`config.mk`:
```
export PLATFORM = sky130hd
export DESIGN_NAME = data_addr_gen
export DESIGN_NICKNAME = d
export VERILOG_FILES = /design/src/rtl/dag_pkg.sv /design/src/rtl/dag_direct.sv /design/src/rtl/dag_alias_dec.sv /design/src/rtl/dag_ptr_bank.sv /design/src/rtl/data_addr_gen.sv
export SDC_FILE = /design/constraint.sdc
export NUM_CORES = 1
export LEC_CHECK = 0
export ABC_CLOCK_PERIOD_IN_PS = 5700
export CAP_MARGIN = 15
export CORE_AREA = 3 3 128 143
export DETAILED_ROUTE_END_ITERATION = 12
export DIE_AREA = 0 0 131 146
export DONT_BUFFER_PORTS = 1
export PLACE_DENSITY = 0.35
export SLEW_MARGIN = 20
export SYNTH_ARGS = -nofsm -noshare
export SYNTH_HDL_FRONTEND = slang
export SYNTH_SLANG_ARGS = --single-unit
```
`constraint.sdc`:
```
create_clock -name clk -period 5.7 [get_ports clk]
set_input_delay 0.855 -clock clk [delete_from_list [all_inputs] [get_ports clk]]
set_output_delay 0.855 -clock clk [all_outputs]
set_load 0.02 [all_outputs]
```
`src/rtl/dag_pkg.sv`:
```
package dag_pkg;

  localparam int DAG_ADDR_W  = 12;
  localparam int DAG_FIELD_W = 8;

  typedef logic [DAG_ADDR_W-1:0]  daddr_t;
  typedef logic [DAG_FIELD_W-1:0] dfield_t;

  typedef enum logic [2:0] {
    IND_PLAIN   = 3'd0,
    IND_POSTINC = 3'd1,
    IND_POSTDEC = 3'd2,
    IND_PREINC  = 3'd3,
    IND_PLUSW   = 3'd4
  } ind_mode_e;

  // Address the operand reaches through a pointer in a given mode.
  function automatic daddr_t ind_target(daddr_t p, ind_mode_e m, dfield_t w);
    daddr_t r;
    case (m)
      IND_PREINC: r = p + daddr_t'(1);
      IND_PLUSW:  r = p + {{(DAG_ADDR_W-DAG_FIELD_W){1'b0}}, w};
      default:    r = p;
    endcase
    return r;
  endfunction

  // Pointer value after the access, wrapping modulo the data space.
  function automatic daddr_t ptr_after(daddr_t p, ind_mode_e m);
    daddr_t r;
    case (m)
      IND_POSTINC, IND_PREINC: r = p + daddr_t'(1);
      IND_POSTDEC:             r = p - daddr_t'(1);
      default:                 r = p;
    endcase
    return r;
  endfunction

  function automatic logic mode_moves(ind_mode_e m);
    return (m == IND_POSTINC) || (m == IND_POSTDEC) || (m == IND_PREINC);
  endfunction

endpackage

```
`src/rtl/dag_direct.sv`:
```
module dag_direct #(
  parameter int ADDR_W  = 12,
  parameter int FIELD_W = 8,
  parameter int BANK_W  = 4,
  parameter logic [FIELD_W-1:0] ACCESS_SPLIT = 8'h80
) (
  input  logic [FIELD_W-1:0] field,
  input  logic               banked,
  input  logic [BANK_W-1:0]  bank,
  output logic [ADDR_W-1:0]  daddr
);

  localparam int HI_W = ADDR_W - FIELD_W;

  logic [HI_W-1:0] hi_part;

  always_comb begin
    if (banked)
      hi_part = HI_W'(bank);
    else if (field < ACCESS_SPLIT)
      hi_part = '0;
    else
      hi_part = '1;
  end

  assign daddr = {hi_part, field};

endmodule

```
`src/rtl/dag_alias_dec.sv`:
```
module dag_alias_dec
  import dag_pkg::*;
#(
  parameter int ADDR_W       = 12,
  parameter int NUM_PTR      = 3,
  parameter int ALIAS_STRIDE = 8,
  parameter int NUM_MODES    = 5,
  parameter logic [ADDR_W-1:0] ALIAS_BASE = 12'hFD8,
  localparam int IDX_W = (NUM_PTR > 1) ? $clog2(NUM_PTR) : 1
) (
  input  logic [ADDR_W-1:0] addr,
  output logic              hit,
  output logic [IDX_W-1:0]  idx,
  output ind_mode_e         mode
);

  localparam int SH   = $clog2(ALIAS_STRIDE);
  localparam int SPAN = NUM_PTR * ALIAS_STRIDE;

  logic [ADDR_W-1:0] off;
  logic [SH-1:0]     slot;
  logic              in_rng;

  assign off    = addr - ALIAS_BASE;
  assign slot   = off[SH-1:0];
  assign in_rng = (addr >= ALIAS_BASE) && (off < ADDR_W'(SPAN));
  assign hit    = in_rng && (slot < SH'(NUM_MODES));
  assign idx    = off[SH +: IDX_W];
  assign mode   = ind_mode_e'(slot);

endmodule

```
`src/rtl/dag_ptr_bank.sv`:
```
module dag_ptr_bank #(
  parameter int ADDR_W  = 12,
  parameter int BANK_W  = 4,
  parameter int NUM_PTR = 3,
  localparam int IDX_W = (NUM_PTR > 1) ? $clog2(NUM_PTR) : 1
) (
  input  logic                           clk,
  input  logic                           rst_n,
  input  logic [NUM_PTR-1:0]             upd_en,
  input  logic [ADDR_W-1:0]              upd_val,
  input  logic                           ptr_we,
  input  logic [IDX_W-1:0]               ptr_sel,
  input  logic [ADDR_W-1:0]              ptr_wdata,
  input  logic                           bank_we,
  input  logic [BANK_W-1:0]              bank_wdata,
  output logic [NUM_PTR-1:0][ADDR_W-1:0] ptr_r,
  output logic [BANK_W-1:0]              bank_r
);

  logic [NUM_PTR-1:0] wr_hit;

  for (genvar k = 0; k < NUM_PTR; k++) begin : g_ptr
    assign wr_hit[k] = ptr_we && (ptr_sel == IDX_W'(k));

    always_ff @(posedge clk) begin
      if (!rst_n)
        ptr_r[k] <= '0;
      else if (wr_hit[k])
        ptr_r[k] <= ptr_wdata;
      else if (upd_en[k])
        ptr_r[k] <= upd_val;
    end

    AST_PTR_HOLD: assert property (@(posedge clk) disable iff (!rst_n)
      (!wr_hit[k] && !upd_en[k]) |=> $stable(ptr_r[k]));
    AST_PTR_WRITE_WINS: assert property (@(posedge clk) disable iff (!rst_n)
      wr_hit[k] |=> (ptr_r[k] == $past(ptr_wdata)));
  end

  always_ff @(posedge clk) begin
    if (!rst_n)
      bank_r <= '0;
    else if (bank_we)
      bank_r <= bank_wdata;
  end

  AST_BANK_LOAD: assert property (@(posedge clk) disable iff (!rst_n)
    bank_we |=> (bank_r == $past(bank_wdata)));

endmodule

```
`src/rtl/data_addr_gen.sv`:
```
module data_addr_gen
  import dag_pkg::*;
#(
  parameter int ADDR_W       = 12,
  parameter int FIELD_W      = 8,
  parameter int BANK_W       = 4,
  parameter int NUM_PTR      = 3,
  parameter int ALIAS_STRIDE = 8,
  parameter logic [ADDR_W-1:0]  ALIAS_BASE   = 12'hFD8,
  parameter logic [FIELD_W-1:0] ACCESS_SPLIT = 8'h80,
  localparam int IDX_W = (NUM_PTR > 1) ? $clog2(NUM_PTR) : 1
) (
  input  logic                        clk,
  input  logic                        rst_n,
  input  logic                        op_valid,
  input  logic [FIELD_W-1:0]          op_field,
  input  logic                        op_banked,
  input  logic [FIELD_W-1:0]          w_val,
  input  logic                        bank_we,
  input  logic [BANK_W-1:0]           bank_wdata,
  input  logic                        ptr_we,
  input  logic [IDX_W-1:0]            ptr_sel,
  input  logic [ADDR_W-1:0]           ptr_wdata,
  output logic [ADDR_W-1:0]           ea,
  output logic                        ea_indirect,
  output logic                        ea_null,
  output logic [BANK_W-1:0]           bank_q,
  output logic [NUM_PTR*ADDR_W-1:0]   ptr_q
);

  localparam int NUM_MODES = 5;

  logic [ADDR_W-1:0]              daddr;
  logic                           ind_hit;
  logic [IDX_W-1:0]               ind_idx;
  ind_mode_e                      ind_mode;
  logic [ADDR_W-1:0]              cur_ptr;
  logic [ADDR_W-1:0]              ind_addr;
  logic                           nest_hit;
  logic [IDX_W-1:0]               nest_idx;
  ind_mode_e                      nest_mode;
  logic                           upd_go;
  logic [NUM_PTR-1:0]             upd_en;
  logic [ADDR_W-1:0]              upd_val;
  logic [NUM_PTR-1:0][ADDR_W-1:0] ptr_arr;

  dag_direct #(
    .ADDR_W(ADDR_W), .FIELD_W(FIELD_W), .BANK_W(BANK_W), .ACCESS_SPLIT(ACCESS_SPLIT)
  ) u_direct (
    .field(op_field), .banked(op_banked), .bank(bank_q), .daddr(daddr)
  );

  dag_alias_dec #(
    .ADDR_W(ADDR_W), .NUM_PTR(NUM_PTR), .ALIAS_STRIDE(ALIAS_STRIDE),
    .NUM_MODES(NUM_MODES), .ALIAS_BASE(ALIAS_BASE)
  ) u_alias (
    .addr(daddr), .hit(ind_hit), .idx(ind_idx), .mode(ind_mode)
  );

  always_comb begin
    cur_ptr = '0;
    for (int k = 0; k < NUM_PTR; k++)
      if (ind_idx == IDX_W'(k)) cur_ptr = ptr_arr[k];
  end

  assign ind_addr = ind_target(cur_ptr, ind_mode, w_val);
  assign upd_val  = ptr_after(cur_ptr, ind_mode);

  // Second decoder flags a pointer that aims back into the alias block.
  dag_alias_dec #(
    .ADDR_W(ADDR_W), .NUM_PTR(NUM_PTR), .ALIAS_STRIDE(ALIAS_STRIDE),
    .NUM_MODES(NUM_MODES), .ALIAS_BASE(ALIAS_BASE)
  ) u_nest (
    .addr(ind_addr), .hit(nest_hit), .idx(nest_idx), .mode(nest_mode)
  );

  assign upd_go = op_valid && ind_hit && !nest_hit && mode_moves(ind_mode);

  for (genvar k = 0; k < NUM_PTR; k++) begin : g_upd
    assign upd_en[k] = upd_go && (ind_idx == IDX_W'(k));
  end

  dag_ptr_bank #(
    .ADDR_W(ADDR_W), .BANK_W(BANK_W), .NUM_PTR(NUM_PTR)
  ) u_regs (
    .clk(clk), .rst_n(rst_n), .upd_en(upd_en), .upd_val(upd_val),
    .ptr_we(ptr_we), .ptr_sel(ptr_sel), .ptr_wdata(ptr_wdata),
    .bank_we(bank_we), .bank_wdata(bank_wdata),
    .ptr_r(ptr_arr), .bank_r(bank_q)
  );

  assign ea          = ind_hit ? ind_addr : daddr;
  assign ea_indirect = ind_hit;
  assign ea_null     = ind_hit && nest_hit;
  assign ptr_q       = ptr_arr;

  AST_ACCESS_LOW_PAGE: assert property (@(posedge clk) disable iff (!rst_n)
    (!op_banked && (op_field < ACCESS_SPLIT)) |-> (!ea_indirect && (ea == ADDR_W'(op_field))));
  AST_SINGLE_UPDATE: assert property (@(posedge clk) disable iff (!rst_n)
    $onehot0(upd_en));
  AST_NULL_FREEZES: assert property (@(posedge clk) disable iff (!rst_n)
    ea_null |-> (upd_en == '0));
  AST_IDLE_FREEZES: assert property (@(posedge clk) disable iff (!rst_n)
    !op_valid |-> (upd_en == '0));
  AST_NEST_DECODE: assert property (@(posedge clk) disable iff (!rst_n)
    nest_hit |-> ((nest_idx < IDX_W'(NUM_PTR)) && (nest_mode <= IND_PLUSW)));
  AST_POSTINC_STEP: assert property (@(posedge clk) disable iff (!rst_n)
    (upd_go && (ind_mode == IND_POSTINC) && !(ptr_we && (ptr_sel == ind_idx)))
    |=> (ptr_arr[$past(ind_idx)] == $past(cur_ptr) + ADDR_W'(1)));

endmodule

```
==> results.sh, run 1 <==
export IMPL_hold_violations=0
export IMPL_p_clk_share_pct=32.7
export IMPL_synth_cell_types=77
export IMPL_cts_root_buf="clkbuf_16"
export IMPL_critical_path_top_delay_family="compound AO/OA/AOI/OAI gates"
export IMPL_path_class="in -> out"
export IMPL_end_kind="primary output"
export IMPL_synth_top_family_by_area="simple AND/OR/NAND/NOR gates"
export IMPL_syn2layout_area_growth_pct=10.2
export IMPL_grt_start_max_net_pins=28
export IMPL_grt_pass1_vias=4064
export IMPL_synth_simple_area_share_pct=31.5
export IMPL_slew_viol_final=0
export IMPL_worst_path_buf_inv=4
export IMPL_worstPathMaxFanout=20
export IMPL_place_congestion=0.895
export IMPL_place_area_sq_mm=0.00449
export IMPL_internal_power_uw=542
export IMPL_yosysWarnings=0
export IMPL_yosysSeqAreaShare_pct=19.0
export IMPL_ff2ff_setup_slack_ps=1300
export IMPL_leakagePower_nw=1.73
export IMPL_synth_edf_count=0
export IMPL_synthXorXnorAreaFrac_pct=4.36
export IMPL_pin_count=94
export IMPL_holdPathStages=2
export IMPL_fill_cells=1876
export IMPL_via_count=4234
export IMPL_layout_nets=599
export IMPL_seqCellArea_sq_um=801
export IMPL_p_comb_share_pct=28.7
export IMPL_wirelength_um=17400
export IMPL_p_switching_uw=297
export IMPL_fin_crit_ps=5380
export IMPL_clkTransAtPathRegs_ps=60
export IMPL_die_x_um=131
export IMPL_r2r_start="u_regs.ptr_r[12]"
export IMPL_fmax_ghz=0.186
export IMPL_synth_compound_area_share_pct=28.8
export IMPL_cap_violations=0
export IMPL_dp_hpwl_um=13900
export IMPL_post_place_cells=769
export IMPL_synth_top_flop_cell="dfxtp_1"
export IMPL_clk_insertion_delay_late_ps=290
export IMPL_drc=0
export IMPL_crit_path_start_kind="input port"
export IMPL_max_slew_margin_rel_pct=34.0
export IMPL_yosys_area_share_adder_pct=5.22
export IMPL_critPathRequiredTime_ps=4850
export IMPL_ir_worst_vdd_v=0.000104
export IMPL_hp_class="reg -> reg"
export IMPL_synth_async_sr_flop_share_pct=0
export IMPL_cp_cell_sequence="inv_1 > ha_1 > buf_4 > nand3b_1 > a21oi_2 > ha_1 > a21oi_2 > a21o_1 > a21oi_1 > a311o_1 > ha_1 > inv_1 > nor2_1 > a211o_1 > a2111oi_4 > nand3_2 > nor2_1 > buf_4"
export IMPL_startpoint="op_field[3]"
export IMPL_fin_cells=776
export IMPL_drive_gt1_share_pct=12.7
export IMPL_cts_sinks=40
export IMPL_antenna_found_initial=0
export IMPL_tritoncts="done"
export IMPL_initial_core_util_pct=24.9
export IMPL_worst_slew_pin_slew_ps=985
export IMPL_drtIter0Drc=234
export IMPL_die_y_um=146
export IMPL_gr_total_overflow=0
export IMPL_setup_total_negative_slack_ps=0
export IMPL_coreArea_sq_mm=0.0170
export IMPL_crit_top_cell="ha_1"
export IMPL_setup_violations=0
export IMPL_p_seq_share_pct=38.6
export IMPL_slowest_stage="a311o_1"
export IMPL_r2r_cells=19
export IMPL_outcome="completed"
export IMPL_syn_mean_instance_area_sq_um=7.68
export IMPL_route_detailed_vias_per_inst=5.46
export IMPL_final_antenna_net_count=0
export IMPL_dieArea_sq_mm=0.0191
export IMPL_min_delay_start="u_regs.ptr_r[32]"
export IMPL_post_drt_wl_per_cell_um=22.4
export IMPL_synth_area_sq_mm=0.00422
export IMPL_synth_seq_cells=40
export IMPL_synthMuxAreaShare_pct=4.87
export IMPL_core_rowCount=50
export IMPL_multi_input_area_sq_mm=0.00317
export IMPL_clockBufferDepth=2
export IMPL_cpPeakStageDelay_ps=400
export IMPL_finClkSkew_ps=3.71
export IMPL_synth_cells=549
export IMPL_portBuffers=0
export IMPL_grt_pass1_wl_um=26000
export IMPL_syn_num_nets=606
export IMPL_final_area_sq_mm=0.00465
export IMPL_n_antenna_cell=0
export IMPL_post_route_period_util_pct=94.5
export IMPL_power_density_mw_per_mm2=180
export IMPL_gr_usage_all_layers_pct=17.8
export IMPL_worst_r2r_endpoint="u_regs.ptr_r[13]"
export IMPL_arrival_ps=4530
export IMPL_htreeDepth=2
export IMPL_sw_frac_of_total_pct=35.4
export IMPL_hold_end="u_regs.ptr_r[32]"
export IMPL_drt_pass1_iter_count=5
export IMPL_cts_buffers=5
-- metal layers --
layer  track usage, %  routed length, um  up-vias  part of all wire (%)
met5                0                  0        -                     0
met4             4.89                391        0                   2.2
met3             4.70               1310       22                   7.5
met2             28.5               8210      133                    47
met1             23.3               7490     2049                    43
li1                 -                  -     2030                     -
-- Yosys cell counts, drive strengths merged, types with 6 or more instances --
library cell  instances  share of area, %
nand2                76               6.8
nor2                 48               4.7
a21oi                40               5.2
dfxtp                40                19
nand3                23               3.1
nand3b               23               4.7
clkbuf               22               2.0
a31oi                20               3.3
buf                  18               3.1
nand4                17               2.9
ha                   16               4.7
mux2i                16               3.8
o21ai                16               1.9
xnor2                14               2.9
inv                  12               1.1
a211o                10               2.1
nor3                  8               1.2
a2bb2oi               7               3.3
nor2b                 7               1.0
nor3b                 7               1.4
o221ai                7               1.5
o22ai                 7               1.0
xor2                  7               1.5
a21o                  6               1.1
o211ai                6               1.1
-- how the worst max path moves through the flow --
stage / endpoint / slack (ps) / depth (start not counted)
finish: ea_null / 320 / 18
global route: ea_null / -3 / 20
CTS: ea_null / 200 / 18
detailed placement: ea_null / 210 / 18
global placement: ea_null / 350 / 18
floorplan: ea_null / 320 / 21
-- metrics by stage --
stage / setup WS [ps] / hold slack, ps / power, mW / util (%)
floorplan: 325 / 549 / 0.505 / -
global placement: 353 / 603 / 0.568 / 26.5
detailed placement: 212 / 617 / 0.567 / 26.5
CTS: 201 / 625 / 0.844 / 27.3
global route: -2.56 / 651 / 0.883 / 27.4
finish: 315 / 612 / 0.838 / 27.4
-- cells in the final DEF (no fill, tap or decap), types with 6 or more instances in the layout --
cell / n
o221ai_1: 7
xnor2_1: 14
a21oi_1: 36
nand4_1: 16
o21ai_0: 14
o22ai_1: 7
ha_1: 15
a211o_1: 10
nor3_1: 7
a21o_1: 6
xor2_1: 7
nand3b_1: 21
mux2i_1: 16
buf_4: 26
nand3_1: 21
nor3b_1: 6
inv_1: 11
nor2_1: 46
o211ai_1: 6
a31oi_1: 19
nand2_1: 76
dfxtp_1: 40
nor2b_1: 7
-- power by group through the flow --
stage          Combinational (mW)  Clock [mW]  Sequential [mW]
6_report                    0.240       0.274            0.324
5_1_grt                     0.264       0.294            0.326
4_1_cts                     0.239       0.282            0.324
3_5_place_dp                0.237           0            0.330
3_3_place_gp                0.237           0            0.331
2_1_floorplan               0.185           0            0.320
-- state kept, by name, summed over array words and instances (netlist names) --
name and flops:
u_regs.ptr_r 36, u_regs.bank_r 4
-- kinds of logic after synthesis --
group | after synthesis
AO/OA/AOI/OAI | 155
flip-flops | 40
AND/OR/NAND/NOR | 243
buffers and inverters | 53
adder cells (fa/ha/maj) | 17
multiplexers | 20
XOR/XNOR | 21
-- tightest hold or removal path, delay by kind of cell, from the launching register on --
family | cells | cell delay [ps]
flip-flops | 1 | 410
multiplexers | 1 | 60
AND/OR/NAND/NOR | 1 | 100
-- final cells by class --
type                            count  share of cell area (%)
Inverter                           13                    1.05
Timing Repair Buffer               26                    4.20
Multi-Input combinational cell    456                    68.3
Tap cell                          234                    6.30
Clock buffer                        6                    2.77
Clock inverter                      1                   0.108
Sequential cell                    40                    17.2
-- timing repair --
item                       CTS  global route
gates resized for setup      0             5
setup endpoints to repair    0             1
buffers inserted             0             0
hold buffers                 0             0
hold endpoints to repair     0             0
(Power assumes the default switching activity.)
==> inputs of run 2 (changes only) <==
--- a/config.mk
+++ b/config.mk
@@ -5,14 +5,16 @@
 export SDC_FILE = /design/constraint.sdc
 export NUM_CORES = 1
 export LEC_CHECK = 0
+export ABC_AREA = 1
 export ABC_CLOCK_PERIOD_IN_PS = 5700
 export CAP_MARGIN = 15
-export CORE_AREA = 3 3 128 143
+export CORE_AREA = 3 3 131 145
 export DETAILED_ROUTE_END_ITERATION = 12
-export DIE_AREA = 0 0 131 146
+export DIE_AREA = 0 0 134 148
 export DONT_BUFFER_PORTS = 1
 export PLACE_DENSITY = 0.35
 export SLEW_MARGIN = 20
 export SYNTH_ARGS = -nofsm -noshare
 export SYNTH_HDL_FRONTEND = slang
+export SYNTH_HIERARCHICAL = 1
 export SYNTH_SLANG_ARGS = --single-unit
==> run 2 against run 1 <==
Against the previous run:
- sequential power rose by 2%
- wire length grew 0.61%
- hold slack improved by 8.3 ps
- count of clock-buffer cells in the layout up 1
- critical endpoint unchanged
- largest cell class unchanged
- largest power group unchanged
==> results.sh, run 2 <==
export IMPL_outcome="completed"
export IMPL_final_antenna_net_count=0
export IMPL_synth_cells=752
export IMPL_syn_num_nets=806
export IMPL_crit_top_cell="inv_1"
export IMPL_cts_resized=0
export IMPL_setup_total_negative_slack_ps=0
export IMPL_ir_worst_vdd_v=0.000114
export IMPL_die_x_um=134
export IMPL_grt_pass1_wl_um=26600
export IMPL_power_density_mw_per_mm2=195
export IMPL_critPathRequiredTime_ps=4850
export IMPL_leakagePower_nw=2.15
export IMPL_syn_mean_instance_area_sq_um=5.80
export IMPL_final_area_sq_mm=0.00459
export IMPL_cp_cell_sequence="ha_1 > nor2_2 > nand2_1 > o21ai_1 > nor2_4 > inv_1 > ha_1 > inv_1 > fa_1 > inv_1 > nand3_1 > nand2_1 > o21ai_0 > a21oi_1 > a21oi_1 > o21ai_2 > ha_1 > inv_1 > nor2_1 > nor2_1 > nand2_1 > nor2_2 > nand2_1 > inv_1"
export IMPL_clkTransAtPathRegs_ps=60
export IMPL_initial_core_util_pct=24.7
export IMPL_multi_input_area_sq_mm=0.00294
export IMPL_end_kind="primary output"
export IMPL_place_area_sq_mm=0.00444
export IMPL_pin_count=94
export IMPL_setup_violations=0
export IMPL_drc=0
export IMPL_grt_pass1_vias=4462
export IMPL_critical_path_top_delay_family="adder cells"
export IMPL_place_congestion=0.828
export IMPL_route_detailed_vias_per_inst=4.93
export IMPL_post_route_period_util_pct=91.0
export IMPL_mostFrequentLayoutCells="260 x nand2_1, 117 x nand3_1, 77 x inv_1, 46 x a21oi_1, 40 x dfxtp_1"
export IMPL_hold_violations=0
export IMPL_htreeDepth=2
export IMPL_max_slew_margin_rel_pct=29.7
export IMPL_syn2layout_area_growth_pct=5.25
export IMPL_reg_largest_list="u_regs/ptr_r x36, u_regs/bank_r x4"
export IMPL_ff2ff_setup_slack_ps=1590
export IMPL_arrival_ps=4330
export IMPL_slowest_stage="ha_1"
export IMPL_coreArea_sq_mm=0.0177
export IMPL_synth_area_sq_mm=0.00436
export IMPL_largest_register_ffs=36
export IMPL_seqCellArea_sq_um=801
export IMPL_layout_nets=779
export IMPL_cts_buffers=5
export IMPL_cap_violations=0
export IMPL_path_class="in -> out"
export IMPL_drt_pass1_iter_count=5
export IMPL_portBuffers=0
export IMPL_rsz0062_at_grt="false"
export IMPL_grt_start_max_net_pins=37
export IMPL_clockBufferDepth=2
export IMPL_fill_cells=2096
export IMPL_worst_path_buf_inv=5
export IMPL_hp_class="reg -> reg"
export IMPL_worstPathMaxFanout=13
export IMPL_wirelength_um=17500
export IMPL_yosysWarnings=6
export IMPL_cpPeakStageDelay_ps=480
export IMPL_core_rowCount=51
export IMPL_antenna_found_initial=0
export IMPL_finClkSkew_ps=3.65
export IMPL_fin_crit_ps=5180
export IMPL_dp_hpwl_um=14600
export IMPL_die_y_um=148
export IMPL_tritoncts="done"
export IMPL_gr_total_overflow=0
export IMPL_postCtsSetupRepairBufs=0
export IMPL_gr_usage_all_layers_pct=17.2
export IMPL_worst_slew_pin_slew_ps=1050
export IMPL_drive_gt1_share_pct=10.1
export IMPL_holdBufCountCts=0
export IMPL_fmax_ghz=0.193
export IMPL_regMostFlops="u_regs/ptr_r"
export IMPL_cts_sinks=40
export IMPL_cts_root_buf="clkbuf_16"
export IMPL_dieArea_sq_mm=0.0198
export IMPL_drtIter0Drc=275
export IMPL_slew_viol_final=0
export IMPL_post_drt_wl_per_cell_um=18.2
export IMPL_mostFrequentLayoutCell="nand2_1"
export IMPL_via_count=4748
export IMPL_clk_insertion_delay_late_ps=290
export IMPL_n_antenna_cell=0
export IMPL_crit_path_start_kind="input port"
## run 2: worst paths after layout
kind	cells past startpoint	to	startpoint
worst max register to register	27	u_regs/ptr_r[13]	u_regs/ptr_r[12]
worst min register to register	2	u_regs/ptr_r[2]	u_regs/ptr_r[2]
worst max-delay path	24	ea_null	op_field[3]
worst min-delay path	2	u_regs/ptr_r[2]	u_regs/ptr_r[2]
## run 2: final cells by class
type	count	share of cell area [%]
inverters	88	7.19
clock buffers	7	3.32
multi-input cells	580	63.9
flip-flops and latches	40	17.4
repair buffers	10	1.63
well taps	238	6.49
## run 2: metrics by stage
step	setup WS (ps)	hold WS [ps]	power [mW]	cells	util [%]
CTS	494	625	0.911	963	26.0
global route	96.5	641	0.947	963	26.0
detailed placement	414	616	0.609	956	25.1
floorplan	995	566	0.547	752	-
global placement	475	609	0.610	956	25.1
finish	515	621	0.896	963	26.0
## run 2: where the power goes
part	total, mW	switching, mW	internal (mW)
registers	0.332	0.0372	0.294
clock network	0.297	0.113	0.184
logic	0.268	0.189	0.0785
## run 2: routing by layer
| layer | up-vias | wire length, um | track usage (%) |
|---|---|---|---|
| li1 | 2370 | - | - |
| met1 | 2245 | 7460 | 20.8 |
| met2 | 118 | 8960 | 31.7 |
| met3 | 15 | 710 | 2.35 |
| met4 | 0 | 371 | 4.78 |
| met5 | - | 0 | 0 |
## run 2: worst min-delay path, cell delays in order (launching register included)
cell and delay (ps):
dfxtp_1 390, nand3_1 120, a21oi_1 60
==> inputs of run 3 (changes only) <==
--- a/config.mk
+++ b/config.mk
@@ -8,13 +8,12 @@
 export ABC_AREA = 1
 export ABC_CLOCK_PERIOD_IN_PS = 5700
 export CAP_MARGIN = 15
-export CORE_AREA = 3 3 131 145
+export CORE_AREA = 5 5 132 146
 export DETAILED_ROUTE_END_ITERATION = 12
-export DIE_AREA = 0 0 134 148
+export DIE_AREA = 0 0 137 151
 export DONT_BUFFER_PORTS = 1
 export PLACE_DENSITY = 0.35
 export SLEW_MARGIN = 20
 export SYNTH_ARGS = -nofsm -noshare
 export SYNTH_HDL_FRONTEND = slang
-export SYNTH_HIERARCHICAL = 1
 export SYNTH_SLANG_ARGS = --single-unit
==> run 3 against run 2 <==
Against the previous run:
- hold slack got worse by 14 ps
- sequential share of layout area decreased by 0.63 points
- synthesized area decreased by 1.3%
- die area increased by 4.3%
- cell area increased by 3.8%
- synthesized cell count decreased by 2.3%
- core utilization increased by 1.2 points
- via count decreased by 2.2%
- first-iteration DRC count decreased by 22%
- wire length decreased by 2.7%
- count of clock-buffer cells in the layout increased by 1
- clock skew about the same
- critical endpoint unchanged
==> results.sh, run 3 <==
export IMPL_cts_resized=0
export IMPL_synth_async_sr_flop_share_pct=0
export IMPL_post_drt_wl_per_cell_um=17.4
export IMPL_ir_worst_vdd_v=0.000106
export IMPL_clk_insertion_delay_late_ps=290
export IMPL_power_density_mw_per_mm2=193
export IMPL_synth_area_top_cells="dfxtp_1 19%, nand2_1 19%, nor2_1 10%, nand3_1 7.2%, o21ai_0 5.9%"
export IMPL_multi_input_area_sq_mm=0.00310
export IMPL_outcome="completed"
export IMPL_dieArea_sq_mm=0.0207
export IMPL_grt_start_max_net_pins=41
export IMPL_pin_count=94
export IMPL_seqCellArea_sq_um=801
export IMPL_fin_cells=976
export IMPL_whs_ps=606
export IMPL_drtIter0Drc=215
export IMPL_via_count=4645
export IMPL_worst_slew_pin_slew_ps=791
export IMPL_mostFrequentLayoutCell="nand2_1"
export IMPL_gr_total_overflow=0
export IMPL_portBuffers=0
export IMPL_grt_pass1_vias=4563
export IMPL_clockBufferDepth=2
export IMPL_critPathRequiredTime_ps=4850
export IMPL_worst_slack_ps=616
export IMPL_route_detailed_vias_per_inst=4.76
export IMPL_antenna_found_initial=0
export IMPL_place_area_sq_mm=0.00461
export IMPL_rsz0062_at_grt="false"
export IMPL_yosys_top_cells_count="213 x nand2_1, 119 x nor2_1, 65 x inv_1"
export IMPL_worstPathMaxFanout=18
export IMPL_yosysSeqAreaShare_pct=18.6
export IMPL_dp_hpwl_um=14100
export IMPL_end_kind="primary output"
export IMPL_finClkSkew_ps=3.61
export IMPL_cts_sinks=40
export IMPL_die_x_um=137
export IMPL_fin_util_pct=27.2
export IMPL_fill_cells=2012
export IMPL_synth_cell_types=45
export IMPL_hold_violations=0
export IMPL_max_slew_margin_rel_pct=47.0
export IMPL_cts_buffers=5
export IMPL_drc=0
export IMPL_initial_core_util_pct=24.5
export IMPL_slew_viol_final=0
export IMPL_htreeDepth=2
export IMPL_post_route_period_util_pct=89.2
export IMPL_fmax_ghz=0.197
export IMPL_holdBufCountCts=0
export IMPL_hp_class="reg -> reg"
export IMPL_yosysWarnings=0
export IMPL_core_rowCount=51
export IMPL_place_ws_ps=600
export IMPL_setup_total_negative_slack_ps=0
export IMPL_postCtsSetupRepairBufs=0
export IMPL_drt_pass1_iter_count=5
export IMPL_wirelength_um=17000
export IMPL_regMostFlops="u_regs.ptr_r"
export IMPL_grt_pass1_wl_um=26500
export IMPL_clkTransAtPathRegs_ps=60
export IMPL_synth_cells=735
export IMPL_reg_largest_list="u_regs.ptr_r x36, u_regs.bank_r x4"
export IMPL_syn_mean_instance_area_sq_um=5.86
export IMPL_arrival_ps=4230
export IMPL_drive_gt1_share_pct=10.7
export IMPL_synth_top_flop_cell="dfxtp_1"
export IMPL_synth_area_sq_mm=0.00431
export IMPL_synth_seq_cells=40
export IMPL_final_antenna_net_count=0
export IMPL_path_class="in -> out"
export IMPL_syn2layout_area_growth_pct=10.6
export IMPL_mostFrequentLayoutCells="213 x nand2_1, 119 x nor2_1, 65 x inv_1, 61 x nand3_1, 51 x o21ai_0"
export IMPL_p_total_uw=918
export IMPL_leakagePower_nw=2.19
export IMPL_tritoncts="done"
export IMPL_coreArea_sq_mm=0.0175
export IMPL_crit_path_start_kind="input port"
export IMPL_layout_nets=794
export IMPL_cts_root_buf="clkbuf_16"
export IMPL_synth_top_area_cell="dfxtp_1"
export IMPL_final_area_sq_mm=0.00476
export IMPL_die_y_um=151
export IMPL_synth_edf_count=0
export IMPL_syn_num_nets=792
export IMPL_post_place_cells=968
export IMPL_synth_most_common_cell="nand2_1"
export IMPL_fin_crit_ps=5080
export IMPL_n_antenna_cell=0
export IMPL_gr_usage_all_layers_pct=16.5
export IMPL_largest_register_ffs=36
export IMPL_setup_violations=0
export IMPL_place_congestion=0.865
export IMPL_cap_violations=0
export IMPL_synth_top_area_share_pct=18.6
run 3: cell families after synthesis:
logic type      synth area share [%]
buf+inv                         9.53
compound gates                  13.8
xor+xnor                        1.02
fa+ha+maj                       5.11
flops                           18.6
mux                             2.09
simple gates                    49.8
run 3: final timing paths:
path | end | slack (ps) | cells after the start | start
min reg2reg | u_regs.ptr_r[21] | 610 | 2 | u_regs.ptr_r[21]
max | ea_null | 620 | 24 | op_field[4]
max reg2reg | u_regs.ptr_r[29] | 1920 | 24 | u_regs.ptr_r[12]
min | u_regs.ptr_r[21] | 610 | 2 | u_regs.ptr_r[21]
run 3: layout make-up:
cell class              instances  share of cell area (%)
multi-input cells             599                    65.1
clock buffers                   8                    3.07
repair buffers                 16                    2.52
inverters                      75                    6.25
well taps                     238                    6.25
flip-flops and latches         40                    16.8
run 3: critical path, cell delays in order:
cell and delay, ps:
inv_1 40, ha_1 330, inv_2 310, nor2_1 120
a21oi_4 160, ha_1 180, inv_1 50, fa_1 400
nand3b_1 170, nand2_1 120, nand2_1 60, nand2_1 50
o22ai_1 80, inv_1 70, nand2_1 100, ha_1 310
inv_1 60, nor2_1 40, nor2_1 90, nand2_1 70
nor2_2 130, nand3_4 140, nor2_1 120, buf_4 150
run 3: power by group:
part | internal, mW | switching [mW] | leakage (nW) | total [mW]
sequential | 0.295 | 0.0393 | 0.328 | 0.335
combinational | 0.0945 | 0.197 | 1.79 | 0.292
clock | 0.175 | 0.117 | 0.0712 | 0.292
total | 0.565 | 0.354 | 2.19 | 0.918
run 3: routing by layer:
layer / GRT usage, % / part of all wire, %
met5: 0 / 0
met4: 4.74 / 2.1
met3: 2.62 / 4.7
met2: 27.7 / 47
met1: 21.8 / 46
